--- config.mk ---
export PLATFORM = sky130hd
export DESIGN_NAME = ramp_gen
export DESIGN_NICKNAME = d
export VERILOG_FILES = /design/src/rtl/ramp_pkg.sv /design/src/rtl/ramp_cfg.sv /design/src/rtl/ramp_timer.sv /design/src/rtl/ramp_accum.sv /design/src/rtl/ramp_route.sv /design/src/rtl/ramp_gen.sv
export SDC_FILE = /design/constraint.sdc
export NUM_CORES = 1
export LEC_CHECK = 0
export ABC_AREA = 1
export BUFFER_PORTS_ARGS = -buffer_cell sky130_fd_sc_hd__clkbuf_2
export CAP_MARGIN = 20
export CORE_AREA = 10 10 267 269
export DETAILED_ROUTE_END_ITERATION = 10
export DIE_AREA = 0 0 277 279
export PLACE_DENSITY = 0.45
export SETUP_SLACK_MARGIN = 0.02
export SLEW_MARGIN = 20
export SYNTH_ARGS = -nofsm -noshare
export SYNTH_HDL_FRONTEND = slang
export SYNTH_SLANG_ARGS = --single-unit
--- constraint.sdc ---
create_clock -name clk -period 10.4 [get_ports clk]
set_input_delay 1.04 -clock clk [delete_from_list [all_inputs] [get_ports clk]]
set_output_delay 1.04 -clock clk [all_outputs]
set_load 0.1 [all_outputs]
--- src/rtl/ramp_pkg.sv ---
package ramp_pkg;

  typedef enum logic [1:0] {
    DST_FREQ  = 2'd0,
    DST_PHASE = 2'd1,
    DST_AMP   = 2'd2,
    DST_NONE  = 2'd3
  } ramp_dest_e;

endpackage

--- src/rtl/ramp_cfg.sv ---
module ramp_cfg
  import ramp_pkg::*;
#(
  parameter int ACC_W = 32,
  parameter int INT_W = 16
) (
  input  logic             clk,
  input  logic             rst_n,
  input  logic             load,
  input  logic [ACC_W-1:0] lo_in,
  input  logic [ACC_W-1:0] hi_in,
  input  logic [ACC_W-1:0] up_in,
  input  logic [ACC_W-1:0] dn_in,
  input  logic [INT_W-1:0] iup_in,
  input  logic [INT_W-1:0] idn_in,
  input  logic [1:0]       dest_in,
  output logic [ACC_W-1:0] lo_q,
  output logic [ACC_W-1:0] hi_q,
  output logic [ACC_W-1:0] up_q,
  output logic [ACC_W-1:0] dn_q,
  output logic [INT_W-1:0] iup_q,
  output logic [INT_W-1:0] idn_q,
  output ramp_dest_e       dest_q
);

  // shadow set: all fields move together on the update strobe
  always_ff @(posedge clk or negedge rst_n) begin
    if (!rst_n) begin
      lo_q   <= '0;
      hi_q   <= '1;
      up_q   <= '0;
      dn_q   <= '0;
      iup_q  <= '0;
      idn_q  <= '0;
      dest_q <= DST_FREQ;
    end else if (load) begin
      lo_q   <= lo_in;
      hi_q   <= hi_in;
      up_q   <= up_in;
      dn_q   <= dn_in;
      iup_q  <= iup_in;
      idn_q  <= idn_in;
      dest_q <= ramp_dest_e'(dest_in);
    end
  end

endmodule

--- src/rtl/ramp_timer.sv ---
module ramp_timer #(
  parameter int INT_W = 16
) (
  input  logic             clk,
  input  logic             rst_n,
  input  logic             load,
  input  logic             hold,
  input  logic             dir_in,
  input  logic [INT_W-1:0] iup_act,
  input  logic [INT_W-1:0] idn_act,
  input  logic [INT_W-1:0] iup_new,
  input  logic [INT_W-1:0] idn_new,
  output logic             fire,
  output logic             dir_q
);

  logic [INT_W-1:0] cnt_q, cnt_d;
  logic             dir_d;
  logic             tmr_en;

  // an interval of 0 behaves like 1
  function automatic logic [INT_W-1:0] reload_of(input logic [INT_W-1:0] n);
    return (n == '0) ? '0 : n - 1'b1;
  endfunction

  always_comb begin
    cnt_d  = cnt_q;
    dir_d  = dir_q;
    fire   = 1'b0;
    tmr_en = load | ~hold;
    if (load) begin
      dir_d = dir_in;
      cnt_d = reload_of(dir_in ? iup_new : idn_new);
    end else if (!hold) begin
      if (dir_in != dir_q) begin
        dir_d = dir_in;
        cnt_d = reload_of(dir_in ? iup_act : idn_act);
      end else if (cnt_q == '0) begin
        fire  = 1'b1;
        cnt_d = reload_of(dir_q ? iup_act : idn_act);
      end else begin
        cnt_d = cnt_q - 1'b1;
      end
    end
  end

  always_ff @(posedge clk or negedge rst_n) begin
    if (!rst_n) begin
      cnt_q <= '0;
      dir_q <= 1'b1;
    end else if (tmr_en) begin
      cnt_q <= cnt_d;
      dir_q <= dir_d;
    end
  end

  // remaining count never exceeds the active slope's interval
  p_cnt_bound_r3: assert property (@(posedge clk) disable iff (!rst_n)
    cnt_q <= (dir_q ? iup_act : idn_act));

endmodule

--- src/rtl/ramp_accum.sv ---
module ramp_accum #(
  parameter int ACC_W = 32
) (
  input  logic             clk,
  input  logic             rst_n,
  input  logic             load,
  input  logic [ACC_W-1:0] lo_new,
  input  logic             fire,
  input  logic             dir_up,
  input  logic [ACC_W-1:0] step_up,
  input  logic [ACC_W-1:0] step_dn,
  input  logic [ACC_W-1:0] lim_lo,
  input  logic [ACC_W-1:0] lim_hi,
  output logic [ACC_W-1:0] acc_q,
  output logic             at_lim
);

  localparam int EXT_W = ACC_W + 1;

  logic [EXT_W-1:0] sum_w, dif_w;
  logic [ACC_W-1:0] up_val, dn_val, acc_d;
  logic             acc_en;

  always_comb begin
    sum_w  = {1'b0, acc_q} + {1'b0, step_up};
    dif_w  = {1'b0, acc_q} - {1'b0, step_dn};
    up_val = (sum_w[ACC_W] || (sum_w[ACC_W-1:0] > lim_hi)) ? lim_hi : sum_w[ACC_W-1:0];
    dn_val = (dif_w[ACC_W] || (dif_w[ACC_W-1:0] < lim_lo)) ? lim_lo : dif_w[ACC_W-1:0];
    acc_en = load | fire;
    acc_d  = load ? lo_new : (dir_up ? up_val : dn_val);
  end

  always_ff @(posedge clk or negedge rst_n) begin
    if (!rst_n) acc_q <= '0;
    else if (acc_en) acc_q <= acc_d;
  end

  assign at_lim = (acc_q == lim_hi) || (acc_q == lim_lo);

  // value stays inside a well-ordered pair of bounds
  p_in_range_r5: assert property (@(posedge clk) disable iff (!rst_n)
    (lim_lo <= lim_hi) |-> ((acc_q >= lim_lo) && (acc_q <= lim_hi)));

  // rising slope never lowers the value
  p_rise_mono_r3: assert property (@(posedge clk) disable iff (!rst_n)
    (!load && dir_up) |=> (acc_q >= $past(acc_q)));

  // falling slope never raises the value
  p_fall_mono_r4: assert property (@(posedge clk) disable iff (!rst_n)
    (!load && !dir_up) |=> (acc_q <= $past(acc_q)));

endmodule

--- src/rtl/ramp_route.sv ---
module ramp_route
  import ramp_pkg::*;
#(
  parameter int ACC_W = 32,
  parameter int PH_W  = 16,
  parameter int AM_W  = 14
) (
  input  logic [ACC_W-1:0] acc,
  input  ramp_dest_e       dest,
  output logic [ACC_W-1:0] word
);

  localparam int PH_PAD = ACC_W - PH_W;
  localparam int AM_PAD = ACC_W - AM_W;

  always_comb begin
    unique case (dest)
      DST_FREQ:  word = acc;
      DST_PHASE: word = {{PH_PAD{1'b0}}, acc[ACC_W-1 -: PH_W]};
      DST_AMP:   word = {{AM_PAD{1'b0}}, acc[ACC_W-1 -: AM_W]};
      default:   word = '0;
    endcase
  end

endmodule

--- src/rtl/ramp_gen.sv ---
module ramp_gen
  import ramp_pkg::*;
#(
  parameter int ACC_W = 32,
  parameter int INT_W = 16,
  parameter int PH_W  = 16,
  parameter int AM_W  = 14
) (
  input  logic             clk,
  input  logic             rst_n,
  input  logic             cfg_load,
  input  logic [ACC_W-1:0] cfg_lo,
  input  logic [ACC_W-1:0] cfg_hi,
  input  logic [ACC_W-1:0] cfg_step_up,
  input  logic [ACC_W-1:0] cfg_step_dn,
  input  logic [INT_W-1:0] cfg_intv_up,
  input  logic [INT_W-1:0] cfg_intv_dn,
  input  logic [1:0]       cfg_dest,
  input  logic             ramp_dir,
  input  logic             ramp_hold,
  output logic [ACC_W-1:0] ramp_value,
  output logic [ACC_W-1:0] ctrl_word,
  output logic             at_limit
);

  // reset asserts at once, releases on a clock edge
  logic rst_s1, rst_s2;
  always_ff @(posedge clk or negedge rst_n) begin
    if (!rst_n) begin
      rst_s1 <= 1'b0;
      rst_s2 <= 1'b0;
    end else begin
      rst_s1 <= 1'b1;
      rst_s2 <= rst_s1;
    end
  end

  logic [ACC_W-1:0] lo_q, hi_q, up_q, dn_q;
  logic [INT_W-1:0] iup_q, idn_q;
  ramp_dest_e       dest_q;
  logic             fire, dir_q;

  ramp_cfg #(.ACC_W(ACC_W), .INT_W(INT_W)) u_cfg (
    .clk(clk), .rst_n(rst_s2), .load(cfg_load),
    .lo_in(cfg_lo), .hi_in(cfg_hi), .up_in(cfg_step_up), .dn_in(cfg_step_dn),
    .iup_in(cfg_intv_up), .idn_in(cfg_intv_dn), .dest_in(cfg_dest),
    .lo_q(lo_q), .hi_q(hi_q), .up_q(up_q), .dn_q(dn_q),
    .iup_q(iup_q), .idn_q(idn_q), .dest_q(dest_q)
  );

  ramp_timer #(.INT_W(INT_W)) u_tmr (
    .clk(clk), .rst_n(rst_s2), .load(cfg_load), .hold(ramp_hold),
    .dir_in(ramp_dir), .iup_act(iup_q), .idn_act(idn_q),
    .iup_new(cfg_intv_up), .idn_new(cfg_intv_dn),
    .fire(fire), .dir_q(dir_q)
  );

  ramp_accum #(.ACC_W(ACC_W)) u_acc (
    .clk(clk), .rst_n(rst_s2), .load(cfg_load), .lo_new(cfg_lo),
    .fire(fire), .dir_up(dir_q), .step_up(up_q), .step_dn(dn_q),
    .lim_lo(lo_q), .lim_hi(hi_q), .acc_q(ramp_value), .at_lim(at_limit)
  );

  ramp_route #(.ACC_W(ACC_W), .PH_W(PH_W), .AM_W(AM_W)) u_route (
    .acc(ramp_value), .dest(dest_q), .word(ctrl_word)
  );

  // a hold without load leaves the value untouched
  p_hold_freeze_r8: assert property (@(posedge clk) disable iff (!rst_s2)
    (ramp_hold && !cfg_load) |=> $stable(ramp_value));

  // amplitude routing leaves the upper bits clear
  p_route_amp_r10: assert property (@(posedge clk) disable iff (!rst_s2)
    (dest_q == DST_AMP) |-> (ctrl_word[ACC_W-1:AM_W] == '0));

endmodule

* Word level (Yosys, flattened, before mapping) *
Index checks and enable logic that the tools add are counted.

storage, ports and cells
  word-level logic and storage cells = 62
  bits of input ports = 167
  output and inout port bits = 65
  flip-flop bits (word level) = 213

operators by class
  multiplexer cells = 22
  add/subtract/negate cells = 6
  reduce and logical (&&, ||, !) cells = 11
  bitwise operators = 3
  $lt $le $gt $ge = 2
  eq/ne operators = 6

operators by type and width
  operator                                                              number
  16-bit two-way mux                                                    10
  32-bit two-way mux                                                    4
  32-bit one-hot mux with 3 select lines                                1
  32-bit == test                                                        2
  16-bit zero test                                                      4
  16-bit by 1-bit subtractor with 16-bit output, second input constant  4
  32-bit by 32-bit adder with 33-bit output                             1
  32-bit by 32-bit subtractor with 33-bit output                        1
  32-bit > comparator                                                   1
  32-bit < comparator                                                   1
  1-bit two-way mux                                                     7
  1-bit logical OR                                                      3
  3-bit AND reduction                                                   1
  2-bit by 1-bit == test with 1-bit output, second input constant       1
  2-bit == test, second input constant                                  1
  2-bit zero test                                                       1
  2-bit != test, second input constant                                  1
  1-bit bitwise OR                                                      2
  2-bit AND reduction                                                   1
  2-bit nonzero test                                                    1
  1-bit != test                                                         1
  1-bit inverter                                                        1

* Longest topological paths before layout *
Gate-level depths: netlist of run 1.

  depth after elaboration = 7
  mapped depth = 29
  gate-level depth less buffers = 28

* By module *
Synthesis of run 1 repeated with hierarchy kept, for this count alone.

second synthesis, totals
  cell total of the unflattened synthesis = 3236
  area total of the unflattened synthesis = 20419.6 µm²

by module, submodules not included
  module      area an instance (µm²)  cells each  seq. area each (µm²)  instances
  ramp_accum  9865.7                  1731        800.8                 1
  ramp_cfg    6185.9                  684         4093.9                1
  ramp_timer  3816.2                  713         426.7                 1
  ramp_route  498.0                   105         0.0                   1
  ramp_gen    53.8                    3           50.0                  1

* Worst setup path after synthesis of run 1 *
OpenSTA, ideal clock, no wires.

  kind = register -> output
  start = register u_acc.acc_q[30]
  end = output port ctrl_word[14]
  data required time = 9.360 ns
  cell stages (with the launch flop) = 3
  data arrival time = 3.337 ns
  path buffers = 0
  slack = 6.023 ns
  path through = dfrtp_1 > inv_1 > o21ai_0

on the way
  longest elaborated chain between the ends = 1

RTL lines
  what                                    RTL line          text
  from (decl)                             ramp_accum.sv:14  output logic [ACC_W-1:0] acc_q,
  from (signal assigned)                  ramp_accum.sv:34  if (!rst_n) acc_q <= '0;
  from (signal assigned)                  ramp_accum.sv:35  else if (acc_en) acc_q <= acc_d;
  32-bit one-hot mux with 3 select lines  ramp_route.sv:17  unique case (dest)
  to (decl)                               ramp_gen.sv:22    output logic [ACC_W-1:0] ctrl_word,

Every way passes these cells.

* Worst setup path after layout of run 1 *
  start = register u_acc.acc_q[25]
  end = register u_acc.acc_q[3]

on the way
  longest elaborated chain between the ends = 6
  elaborated cells between the ends (all ways) = 10
  classes of those cells = 2 x add/sub; 2 x order compare; 4 x mux; 2 x reduce/logical

RTL lines
  what                                                                                                         RTL line                            text
  32-bit by 32-bit subtractor with 33-bit output or 32-bit by 32-bit adder with 33-bit output (tied branches)  ramp_accum.sv:26, ramp_accum.sv:25
  32-bit < comparator or 32-bit > comparator (tied branches)                                                   ramp_accum.sv:28, ramp_accum.sv:27
  1-bit logical OR (on tied branches)                                                                          ramp_accum.sv:28, ramp_accum.sv:27
  32-bit two-way mux (on tied branches)                                                                        ramp_accum.sv:28, ramp_accum.sv:27
  32-bit two-way mux (*) (2 in a row)                                                                          ramp_accum.sv:30                    acc_d = load ? lo_new : (dir_up ? up_val : dn_val);

Every way passes the cells marked *; elsewhere a longest branch is shown, timed or not.
A chain may end at the register's enable or synchronous reset.

==> results of run 1 <==
==> state kept, by name, indices dropped and copies added, names as in the netlist <==
name          flops
rst_s2            1
u_acc.acc_q      32
u_tmr.cnt_q      16
u_cfg.idn_q      16
u_cfg.up_q       32
u_cfg.dn_q       32
rst_s1            1
u_cfg.lo_q       32
u_cfg.hi_q       32
u_cfg.dest_q      2
u_cfg.iup_q      16
u_tmr.dir_q       1
==> power by group through the flow <==
stage	Sequential [mW]	Combinational, mW	Clock [mW]
6_report	1.07	2.76	1.07
5_1_grt	1.08	3.09	1.13
4_1_cts	1.07	2.76	1.11
3_5_place_dp	1.09	2.75	0
3_3_place_gp	1.08	2.78	0
2_1_floorplan	1.24	1.80	0
==> worst max-delay path, delay by kind of cell, from the launching register on <==
kind | cells | cell delay [ns]
flops | 1 | 0.68
compound gates | 1 | 0.18
buf+inv | 2 | 0.16
fa+ha+maj | 2 | 0.81
simple gates | 19 | 2.90
==> logic make-up (layout without fill, tap and decap cells) <==
kind of cell,Yosys count,in the layout
multiplexers,2,2
other,1,1
buffers and inverters,622,840
AO/OA/AOI/OAI,398,398
flip-flops,213,213
adder cells (fa/ha/maj),134,134
AND/OR/NAND/NOR,1627,1627
XOR/XNOR,130,130
==> per-layer routing <==
| metal | share of wire, % | up-vias | routed length [µm] |
|---|---|---|---|
| met4 | 2.5 | 4 | 2090 |
| met3 | 4.9 | 89 | 4060 |
| met2 | 47 | 471 | 38600 |
| met1 | 46 | 9291 | 37500 |
| met5 | 0.027 | - | 22 |
| li1 | - | 10200 | - |
==> synthesized netlist by cell type (7+ instances only) <==
cell                       count
sky130_fd_sc_hd__nor2_1      223
sky130_fd_sc_hd__xor2_1       55
sky130_fd_sc_hd__o21ai_2      11
sky130_fd_sc_hd__nand4_1      36
sky130_fd_sc_hd__clkbuf_1     63
sky130_fd_sc_hd__buf_1        10
sky130_fd_sc_hd__xnor2_1      74
sky130_fd_sc_hd__inv_1       517
sky130_fd_sc_hd__nor3_1       23
sky130_fd_sc_hd__buf_2        13
sky130_fd_sc_hd__inv_2         7
sky130_fd_sc_hd__nand3_1     214
sky130_fd_sc_hd__dfstp_2      33
sky130_fd_sc_hd__o221ai_1     14
sky130_fd_sc_hd__o21ai_0     181
sky130_fd_sc_hd__dfrtp_1     180
sky130_fd_sc_hd__nand3b_1     26
sky130_fd_sc_hd__ha_1        132
sky130_fd_sc_hd__o21ai_1      25
sky130_fd_sc_hd__nand2_1    1063
sky130_fd_sc_hd__a21oi_1     142
==> how the worst min path moves through the flow <==
| stage | to | cells past startpoint |
|---|---|---|
| floorplan | rst_s2 | 0 |
| global placement | rst_s2 | 0 |
| detailed placement | rst_s2 | 0 |
| CTS | rst_s2 | 1 |
| global route | rst_s2 | 1 |
| finish | rst_s2 | 1 |
==> cell usage in the layout (no fill, tap or decap), types with 4 or more instances in the layout <==
cell type                   Yosys  routed
sky130_fd_sc_hd__clkbuf_1      63      13
sky130_fd_sc_hd__nor4_1         6       6
sky130_fd_sc_hd__a21oi_2        4       4
sky130_fd_sc_hd__nand2_1     1063    1062
sky130_fd_sc_hd__inv_1        517     517
sky130_fd_sc_hd__nor3_1        23      23
sky130_fd_sc_hd__nor2_2         5       5
sky130_fd_sc_hd__nand3b_1      26      26
sky130_fd_sc_hd__nand4_1       36      36
sky130_fd_sc_hd__ha_1         132     132
sky130_fd_sc_hd__dfrtp_1      180     179
sky130_fd_sc_hd__o21bai_1       4       4
sky130_fd_sc_hd__inv_2          7       6
sky130_fd_sc_hd__xor2_1        55      55
sky130_fd_sc_hd__o21a_1         4       4
sky130_fd_sc_hd__and2_1         6       6
sky130_fd_sc_hd__clkbuf_8       0       6
sky130_fd_sc_hd__o221ai_1      14      14
sky130_fd_sc_hd__a21oi_1      142     142
sky130_fd_sc_hd__o21ai_0      181     181
sky130_fd_sc_hd__xnor2_1       74      74
sky130_fd_sc_hd__nor2_1       223     223
sky130_fd_sc_hd__nand3_1      214     214
sky130_fd_sc_hd__o21ai_2       11      11
sky130_fd_sc_hd__clkbuf_16      0      31
sky130_fd_sc_hd__o21ai_1       25      25
sky130_fd_sc_hd__buf_4          3      27
sky130_fd_sc_hd__dfstp_2       33      33
sky130_fd_sc_hd__nand2_2        6       7
sky130_fd_sc_hd__clkbuf_2       0     230
sky130_fd_sc_hd__nor2_4         5       5
==> layout make-up <==
class / instances / share of cell area, %
Timing Repair Buffer: 260 / 6.20
Tap cell: 864 / 4.77
Multi-Input combinational cell: 2292 / 52.3
Sequential cell: 213 / 23.7
Inverter: 524 / 8.69
Clock inverter: 6 / 0.364
Clock buffer: 50 / 4.00
==> metrics by stage <==
stage / area (µm²) / instances
2_1_floorplan: 19700 / 3127
3_3_place_gp: 21700 / 4152
3_5_place_dp: 21700 / 4152
4_1_cts: 22600 / 4208
5_1_grt: 22700 / 4209
6_report: 22700 / 4209
==> report_table.html, run 1 <==
<table>
<tr><th>Metric</th><th>Value</th></tr>
<tr><th colspan="2">Critical path</th></tr>
<tr><td>R2R cell count</td><td>24</td></tr>
<tr><td>Worst EP arrival</td><td>approximately 5.3 ns</td></tr>
<tr><td>Cell seen most often among critical-path stages</td><td>sky130_fd_sc_hd__nand2_1</td></tr>
<tr><td>Crit-path slowest cell</td><td>sky130_fd_sc_hd__dfrtp_1</td></tr>
<tr><td>Startpoint kind of the worst setup timing path</td><td>register</td></tr>
<tr><td>CP startpoint</td><td>u_acc.acc_q[25]</td></tr>
<tr><td>R2r endpoint</td><td>u_acc.acc_q[3]</td></tr>
<tr><td>Worst setup path endpoint</td><td>u_acc.acc_q[3]</td></tr>
<tr><td>Critical Path Fanout Max</td><td>32</td></tr>
<tr><td>Slack of the worst reg-to-reg path</td><td>~5.6 ns</td></tr>
<tr><td>Kind of capture point of the worst setup path</td><td>register</td></tr>
<tr><td>Worst path cell trace</td><td>ha_1, nand2_1, nor2_1, inv_1, nor3_1, and2_1, nand2_1, nand2_1, nand2_1, nand2_1, inv_1, ha_1, nand2_1, nor2_1, nand2_1, nor4_1, nand3b_1, nand2_1, nand2_2, nand2_1, nand3_1, nand2_1, nand2_1, a21oi_1</td></tr>
<tr><td>Setup Crit Path Kind</td><td>reg2reg</td></tr>
<tr><td>Launch instance of the worst register-to-register path</td><td>u_acc.acc_q[25]</td></tr>
<tr><td>Longest individual stage delay on the worst path</td><td>approximately 0.68 ns</td></tr>
<tr><td>Endpoint required time on the critical path</td><td>10.91 ns</td></tr>
<tr><th colspan="2">Synth</th></tr>
<tr><td>Share of the synthesized area in the top cell type</td><td>between 20% and 30%</td></tr>
<tr><td>Xor/xnor share of the synthesized area</td><td>5.83%</td></tr>
<tr><td>Largest family of logic cells by synthesized area</td><td>simple AND/OR/NAND/NOR gates</td></tr>
<tr><td>Avg Inst Size Synth</td><td>between 6 and 7 µm²</td></tr>
<tr><td>Syn Nets</td><td>around 3,400</td></tr>
<tr><td>Number of distinct library cell variants in the gate-level netlist after synthesis</td><td>56</td></tr>
<tr><td>Yosys top cell by area</td><td>sky130_fd_sc_hd__dfrtp_1</td></tr>
<tr><td>Simple-gate portion of the synthesized area</td><td>34.5%</td></tr>
<tr><td>Multiplexer area fraction after synthesis</td><td>less than 1%</td></tr>
<tr><td>EDFF count, synth</td><td>0</td></tr>
<tr><td>Post-synthesis compound-gate area fraction</td><td>11.1%</td></tr>
<tr><td>Cell area after technology mapping</td><td>roughly 20,000 µm²</td></tr>
<tr><td>Count of synthesis-stage warnings from yosys</td><td>0</td></tr>
<tr><td>Main flop type after synthesis</td><td>sky130_fd_sc_hd__dfrtp_1</td></tr>
<tr><td>Share of async-settable or async-resettable flops after synthesis</td><td>100%</td></tr>
<tr><td>Synthesized instance count</td><td>3,127</td></tr>
<tr><td>#FFs+latches synth</td><td>213</td></tr>
<tr><td>Part of the Yosys area used for sequential elements</td><td>27.3%</td></tr>
<tr><td>Ranking of synthesized cells by area</td><td>sky130_fd_sc_hd__dfrtp_1 (23%), sky130_fd_sc_hd__nand2_1 (20%), sky130_fd_sc_hd__inv_1 (9.9%)</td></tr>
<tr><td>Fraction of the mapped netlist area in adder cells</td><td>8.61%</td></tr>
<tr><th colspan="2">Finish</th></tr>
<tr><td>Ratio of cells with drive above 1 in the final layout</td><td>11.7%</td></tr>
<tr><td>Final antenna diode count</td><td>0</td></tr>
<tr><td>Fin nets</td><td>3,622</td></tr>
<tr><td>Multi-input gate area in the final layout</td><td>11,800 µm²</td></tr>
<tr><td>Area growth syn-to-layout</td><td>15.3%</td></tr>
<tr><td>Util after Layout</td><td>approximately a third</td></tr>
<tr><td>Number of inserted filler cells in the final layout</td><td>7,421</td></tr>
<tr><td>Sequential cell area</td><td>5380 µm²</td></tr>
<tr><th colspan="2">Timing</th></tr>
<tr><td>Total setup violations reported at the end of the flow</td><td>0</td></tr>
<tr><td>Max Freq</td><td>0.207 GHz</td></tr>
<tr><td>Min Hold Slack</td><td>0.228 ns</td></tr>
<tr><td>Worst clock skew on the final layout</td><td>roughly 0.023 ns</td></tr>
<tr><td>Final critical-path required period</td><td>around 4.8 ns</td></tr>
<tr><td>Final period util</td><td>46.4%</td></tr>
<tr><td>Worst Tran Pin Value</td><td>1.21 ns</td></tr>
<tr><td>Final setup slack of the worst path</td><td>5.57 ns</td></tr>
<tr><td>Count of pins over their slew limit</td><td>0</td></tr>
<tr><td>Max transition margin</td><td>17.1%</td></tr>
<tr><td>Unrepaired setup endpoints after global routing</td><td>false</td></tr>
<tr><td>Setup TNS</td><td>0 ns</td></tr>
<tr><td>Final count of hold timing violations</td><td>0</td></tr>
<tr><th colspan="2">Power and ir drop</th></tr>
<tr><td>Logic gate share of total power</td><td>56.4%</td></tr>
<tr><td>Total power density per cell area</td><td>216 nW/µm²</td></tr>
<tr><td>Total power of the final layout</td><td>between 4 and 5 mW</td></tr>
<tr><td>P_sw</td><td>about 2.5 mW</td></tr>
<tr><td>Sequential fraction of design power</td><td>roughly 22%</td></tr>
<tr><td>Part of the power in the clock network</td><td>21.8%</td></tr>
<tr><td>Cell internal power dissipation</td><td>2.37 mW</td></tr>
<tr><td>Leakage</td><td>between 10 and 15 nW</td></tr>
<tr><td>Max IR drop VDD</td><td>0.152 mV</td></tr>
<tr><td>Sw Share</td><td>51.7%</td></tr>
<tr><th colspan="2">Global route</th></tr>
<tr><td>Overall overflow remaining after global route</td><td>0</td></tr>
<tr><td>Wire length of the first global-routing pass</td><td>124,000 µm</td></tr>
<tr><td>Met2 GRT Util</td><td>35.2%</td></tr>
<tr><td>Maximum number of pins on one net before global-route repair</td><td>109</td></tr>
<tr><td>Overall global routing resource usage</td><td>just over 20%</td></tr>
<tr><td>Met3 usage</td><td>2.78%</td></tr>
<tr><td>Number of global-route vias before repair</td><td>19,800</td></tr>
<tr><td>Met1 demand-to-capacity share in global routing</td><td>between 20% and 30%</td></tr>
<tr><td>GRT Max-Usage Layer</td><td>met2</td></tr>
<tr><td>Number of antenna violations at the first check in global routing</td><td>3</td></tr>
<tr><th colspan="2">CTS</th></tr>
<tr><td>Clock latency of the later-clocked register in the worst-skew pair</td><td>0.61 ns</td></tr>
<tr><td>Number of buffers inserted by hold repair at cts</td><td>0</td></tr>
<tr><td>CTS Root Cell</td><td>sky130_fd_sc_hd__clkbuf_16</td></tr>
<tr><td>Clock tree from TritonCTS</td><td>done</td></tr>
<tr><td>Postcts setup bufs</td><td>0</td></tr>
<tr><td>Clock-pin slew on the worst setup and hold paths</td><td>approximately 0.060 ns</td></tr>
<tr><td>Clock buffer depth</td><td>3</td></tr>
<tr><td>Number of buffers created by CTS</td><td>30</td></tr>
<tr><td>Deepest level of the CTS H-tree</td><td>1</td></tr>
<tr><td>Clock sink total</td><td>approximately 210</td></tr>
<tr><td>Resized Gates After CTS</td><td>0</td></tr>
<tr><th colspan="2">Floorplanning</th></tr>
<tr><td>Number of standard-cell rows in the floorplan</td><td>94</td></tr>
<tr><td>IO Pins</td><td>232</td></tr>
<tr><td>Die span in y</td><td>~280 µm</td></tr>
<tr><td>Width of the chip</td><td>277 µm</td></tr>
<tr><td>Core area</td><td>between 60,000 and 70,000 µm²</td></tr>
<tr><td>Die Footprint</td><td>77,300 µm²</td></tr>
<tr><td>Starting density of the core</td><td>around 30%</td></tr>
<tr><th colspan="2">Place</th></tr>
<tr><td>Dpl hpwl</td><td>65,700 µm</td></tr>
<tr><td>Last weighted congestion value of the routability-driven placer</td><td>around 0.91</td></tr>
<tr><td>Count of buffers from port buffering</td><td>231</td></tr>
<tr><td>Post-Place Worst Slack</td><td>5.68 ns</td></tr>
<tr><th colspan="2">Detailed routing</th></tr>
<tr><td>Number of design rule violations left after detail routing</td><td>0</td></tr>
<tr><td>Vias after detailed routing</td><td>20,000</td></tr>
<tr><td>Post-DRT Antenna Nets</td><td>0</td></tr>
<tr><td>Drt wl/cell</td><td>19.5 µm</td></tr>
<tr><td>Post-detailed-routing wire length</td><td>82,200 µm</td></tr>
<tr><td>Router iterations before antenna repair</td><td>5</td></tr>
<tr><td>Number of DRC violations after detailed-routing iteration 0</td><td>1,339</td></tr>
<tr><td>Via-to-Cell Ratio</td><td>4.76</td></tr>
<tr><th colspan="2">Job</th></tr>
<tr><td>Number of violations of the max-capacitance limit</td><td>0</td></tr>
<tr><th colspan="2">Outcome</th></tr>
<tr><td>Outcome</td><td>finished, final reports clean</td></tr>
<tr><th colspan="2">Worst hold path</th></tr>
<tr><td>Type of the tightest min-delay check</td><td>in2async</td></tr>
</table>
No activity file was read; power rests on OpenSTA's default activity.
==> inputs of run 2 (changes only) <==
==> constraint.sdc (replaced) <==
create_clock -name clk -period 4.88 [get_ports clk]
set_input_delay 0.488 -clock clk [delete_from_list [all_inputs] [get_ports clk]]
set_output_delay 0.488 -clock clk [all_outputs]
set_load 0.1 [all_outputs]
==> report_table.html, run 2 (synthesis gave the netlist of run 1 again) <==
<table>
<tr><th>Metric</th><th>Value</th></tr>
<tr><th colspan="2">Detailed routing</th></tr>
<tr><td>Via-to-Cell Ratio</td><td>4.78 (+0.47%)</td></tr>
<tr><td>Post-DRT Antenna Nets</td><td>0 (unchanged)</td></tr>
<tr><td>Router iterations before antenna repair</td><td>6 (+1)</td></tr>
<tr><td>Drt wl/cell</td><td>19.9 µm (+1.7%)</td></tr>
<tr><td>Number of design rule violations left after detail routing</td><td>0 (unchanged)</td></tr>
<tr><td>Vias after detailed routing</td><td>20,200 (+1.0%)</td></tr>
<tr><td>Post-detailed-routing wire length</td><td>84,100 µm (+2.3%)</td></tr>
<tr><td>Number of DRC violations after detailed-routing iteration 0</td><td>1,520 (+14%)</td></tr>
<tr><th colspan="2">CTS</th></tr>
<tr><td>Clock sink total</td><td>213 (unchanged)</td></tr>
<tr><td>Deepest level of the CTS H-tree</td><td>1 (unchanged)</td></tr>
<tr><td>Number of buffers created by CTS</td><td>30 (unchanged)</td></tr>
<tr><td>Clock tree from TritonCTS</td><td>done</td></tr>
<tr><td>Clock latency of the later-clocked register in the worst-skew pair</td><td>0.60 ns (about the same)</td></tr>
<tr><td>CTS Root Cell</td><td>sky130_fd_sc_hd__clkbuf_16</td></tr>
<tr><td>Clock-pin slew on the worst setup and hold paths</td><td>0.06 ns (about the same)</td></tr>
<tr><td>Clock buffer depth</td><td>3 (unchanged)</td></tr>
<tr><th colspan="2">Timing</th></tr>
<tr><td>Max transition margin</td><td>27.9% (+11 points)</td></tr>
<tr><td>Total setup violations reported at the end of the flow</td><td>0 (unchanged)</td></tr>
<tr><td>Worst clock skew on the final layout</td><td>0.0241 ns (+0.000699 ns)</td></tr>
<tr><td>Final critical-path required period</td><td>4.43 ns (-0.397 ns)</td></tr>
<tr><td>Count of pins over their slew limit</td><td>0 (unchanged)</td></tr>
<tr><td>Max Freq</td><td>0.226 GHz (+9.0%)</td></tr>
<tr><td>Final period util</td><td>90.7% (+44 points)</td></tr>
<tr><td>Worst Tran Pin Value</td><td>1.08 ns (-0.130 ns)</td></tr>
<tr><td>Setup TNS</td><td>0 ns (unchanged)</td></tr>
<tr><td>Unrepaired setup endpoints after global routing</td><td>false</td></tr>
<tr><td>Final count of hold timing violations</td><td>0 (unchanged)</td></tr>
<tr><th colspan="2">Global route</th></tr>
<tr><td>Wire length of the first global-routing pass</td><td>126,000 µm (+1.4%)</td></tr>
<tr><td>Overall global routing resource usage</td><td>21.0% (+0.41 points)</td></tr>
<tr><td>Number of antenna violations at the first check in global routing</td><td>4 (+1)</td></tr>
<tr><td>Number of global-route vias before repair</td><td>20,100 (+1.7%)</td></tr>
<tr><td>Overall overflow remaining after global route</td><td>0 (unchanged)</td></tr>
<tr><td>Maximum number of pins on one net before global-route repair</td><td>213 (+95%)</td></tr>
<tr><th colspan="2">Critical path</th></tr>
<tr><td>Worst EP arrival</td><td>4.91 ns (-0.42 ns)</td></tr>
<tr><td>Setup Crit Path Kind</td><td>reg2reg</td></tr>
<tr><td>Crit-path slowest cell</td><td>sky130_fd_sc_hd__dfrtp_1</td></tr>
<tr><td>CP startpoint</td><td>u_acc.acc_q[0]</td></tr>
<tr><td>R2r endpoint</td><td>u_acc.acc_q[9]</td></tr>
<tr><td>Startpoint kind of the worst setup timing path</td><td>register</td></tr>
<tr><td>R2R cell count</td><td>27 (+13%)</td></tr>
<tr><td>Longest individual stage delay on the worst path</td><td>0.48 ns (-0.20 ns)</td></tr>
<tr><td>Slack of the worst reg-to-reg path</td><td>0.45 ns (-5.12 ns)</td></tr>
<tr><td>Worst setup path endpoint</td><td>u_acc.acc_q[9]</td></tr>
<tr><td>Critical Path Fanout Max</td><td>32 (unchanged)</td></tr>
<tr><td>Kind of capture point of the worst setup path</td><td>register</td></tr>
<tr><td>Launch instance of the worst register-to-register path</td><td>u_acc.acc_q[0]</td></tr>
<tr><td>Endpoint required time on the critical path</td><td>5.36 ns (-5.55 ns)</td></tr>
<tr><td>Cell seen most often among critical-path stages</td><td>sky130_fd_sc_hd__nand2_1</td></tr>
<tr><th colspan="2">Finish</th></tr>
<tr><td>Commonest cells after routing, fill and taps aside</td><td>sky130_fd_sc_hd__nand2_1 (1,062), sky130_fd_sc_hd__inv_1 (516), sky130_fd_sc_hd__clkbuf_2 (230)</td></tr>
<tr><td>Fin nets</td><td>3,646 (+0.66%)</td></tr>
<tr><td>Final design instance area without fill</td><td>22,900 µm² (+0.99%)</td></tr>
<tr><td>Multi-input gate area in the final layout</td><td>11,800 µm² (unchanged)</td></tr>
<tr><td>Ratio of cells with drive above 1 in the final layout</td><td>12.5% (+0.78 points)</td></tr>
<tr><td>Sequential cell area</td><td>5380 µm² (unchanged)</td></tr>
<tr><td>Leading cell type in the layout, fill and taps excluded</td><td>sky130_fd_sc_hd__nand2_1</td></tr>
<tr><td>Area growth syn-to-layout</td><td>16.4%</td></tr>
<tr><td>Number of inserted filler cells in the final layout</td><td>7,412 (-0.12%)</td></tr>
<tr><th colspan="2">Worst hold path</th></tr>
<tr><td>Type of the tightest min-delay check</td><td>in2reg</td></tr>
<tr><td>Worst hold path startpoint</td><td>cfg_hi[14]</td></tr>
<tr><th colspan="2">Place</th></tr>
<tr><td>Last weighted congestion value of the routability-driven placer</td><td>0.935 (+2.6%)</td></tr>
<tr><td>Dpl hpwl</td><td>68,100 µm (+3.7%)</td></tr>
<tr><td>Count of buffers from port buffering</td><td>231 (unchanged)</td></tr>
<tr><td>Cell area after placement</td><td>21,900 µm² (+0.99%)</td></tr>
<tr><th colspan="2">Power and ir drop</th></tr>
<tr><td>Total power density per cell area</td><td>463 nW/µm² (+110%)</td></tr>
<tr><td>Leakage</td><td>12.5 nW (+1.2%)</td></tr>
<tr><td>Max IR drop VDD</td><td>0.321 mV (+110%)</td></tr>
<tr><td>Total power of the final layout</td><td>10.6 mW (+120%)</td></tr>
<tr><th colspan="2">Floorplanning</th></tr>
<tr><td>Starting density of the core</td><td>29.9% (unchanged)</td></tr>
<tr><td>Die span in y</td><td>279 µm (unchanged)</td></tr>
<tr><td>Die Footprint</td><td>77,300 µm² (unchanged)</td></tr>
<tr><td>IO Pins</td><td>232 (unchanged)</td></tr>
<tr><td>Width of the chip</td><td>277 µm (unchanged)</td></tr>
<tr><td>Core area</td><td>65,600 µm² (unchanged)</td></tr>
<tr><td>Number of standard-cell rows in the floorplan</td><td>94 (unchanged)</td></tr>
<tr><th colspan="2">Outcome</th></tr>
<tr><td>Outcome</td><td>finished, final reports clean</td></tr>
<tr><th colspan="2">Job</th></tr>
<tr><td>Number of violations of the max-capacitance limit</td><td>0 (unchanged)</td></tr>
</table>
## run 2: timing repair
| action | CTS | global route |
|---|---|---|
| hold endpoints to repair | 2 | 0 |
| buffers inserted | 0 | 0 |
| hold buffers | 1 | 0 |
| setup endpoints to repair | 0 | 14 |
| resized for setup | 0 | 3 |
## run 2: per-layer routing
layer  wire [µm]  track usage (%)
met4        3390             7.90
met1       35700             25.5
met2       40300             36.9
met5          29                0
met3        4710             3.32
## run 2: area by class of cell
type | instances | area share (%)
multi-input combinational | 2292 | 51.7
sequential | 213 | 23.5
inverter | 524 | 8.61
timing repair buffer | 284 | 7.10
tap | 864 | 4.72
clock buffer | 50 | 4.23
clock inverter | 5 | 0.109
antenna | 1 | 0.0109
## run 2: critical path: cells and delay by family (launching register included)
| family | cells | cell delay, ns |
|---|---|---|
| AOI/OAI and AO/OA | 2 | 0.22 |
| xor gates and xnor gates | 1 | 0.31 |
| adders and majority gates | 3 | 0.90 |
| buffers and inverters | 5 | 0.69 |
| DFF | 1 | 0.48 |
| and+or+nand+nor | 16 | 1.69 |
## run 2: how the worst min path moves through the flow
stage                                end  slack, ns  cells past startpoint
after global routing      u_cfg.up_q[16]       0.08                      3
final                     u_cfg.hi_q[14]       0.09                      3
after floorplan                   rst_s1       0.19                      0
after global placement            rst_s1       0.27                      1
after detailed placement          rst_s1       0.27                      1
after CTS                 u_cfg.hi_q[14]       0.05                      3
## run 2: through the flow
step | instances | setup WS (ns) | utilization [%] | hold slack [ns]
finish | 4233 | 0.452 | 34.9 | 0.0853
detailed placement | 4176 | 0.453 | 33.3 | 0.275
global route | 4232 | 0.0817 | 34.9 | 0.0827
floorplan | 3127 | 0.848 | - | 0.192
global placement | 4176 | 0.484 | 33.3 | 0.275
CTS | 4232 | 0.416 | 34.8 | 0.0504
## run 2: power by group
group	switching [mW]	internal, mW	leakage (nW)	total, mW
sequential	0.302	1.99	2.50	2.29
clock	0.913	1.33	0.496	2.24
combinational	4.26	1.79	9.50	6.05
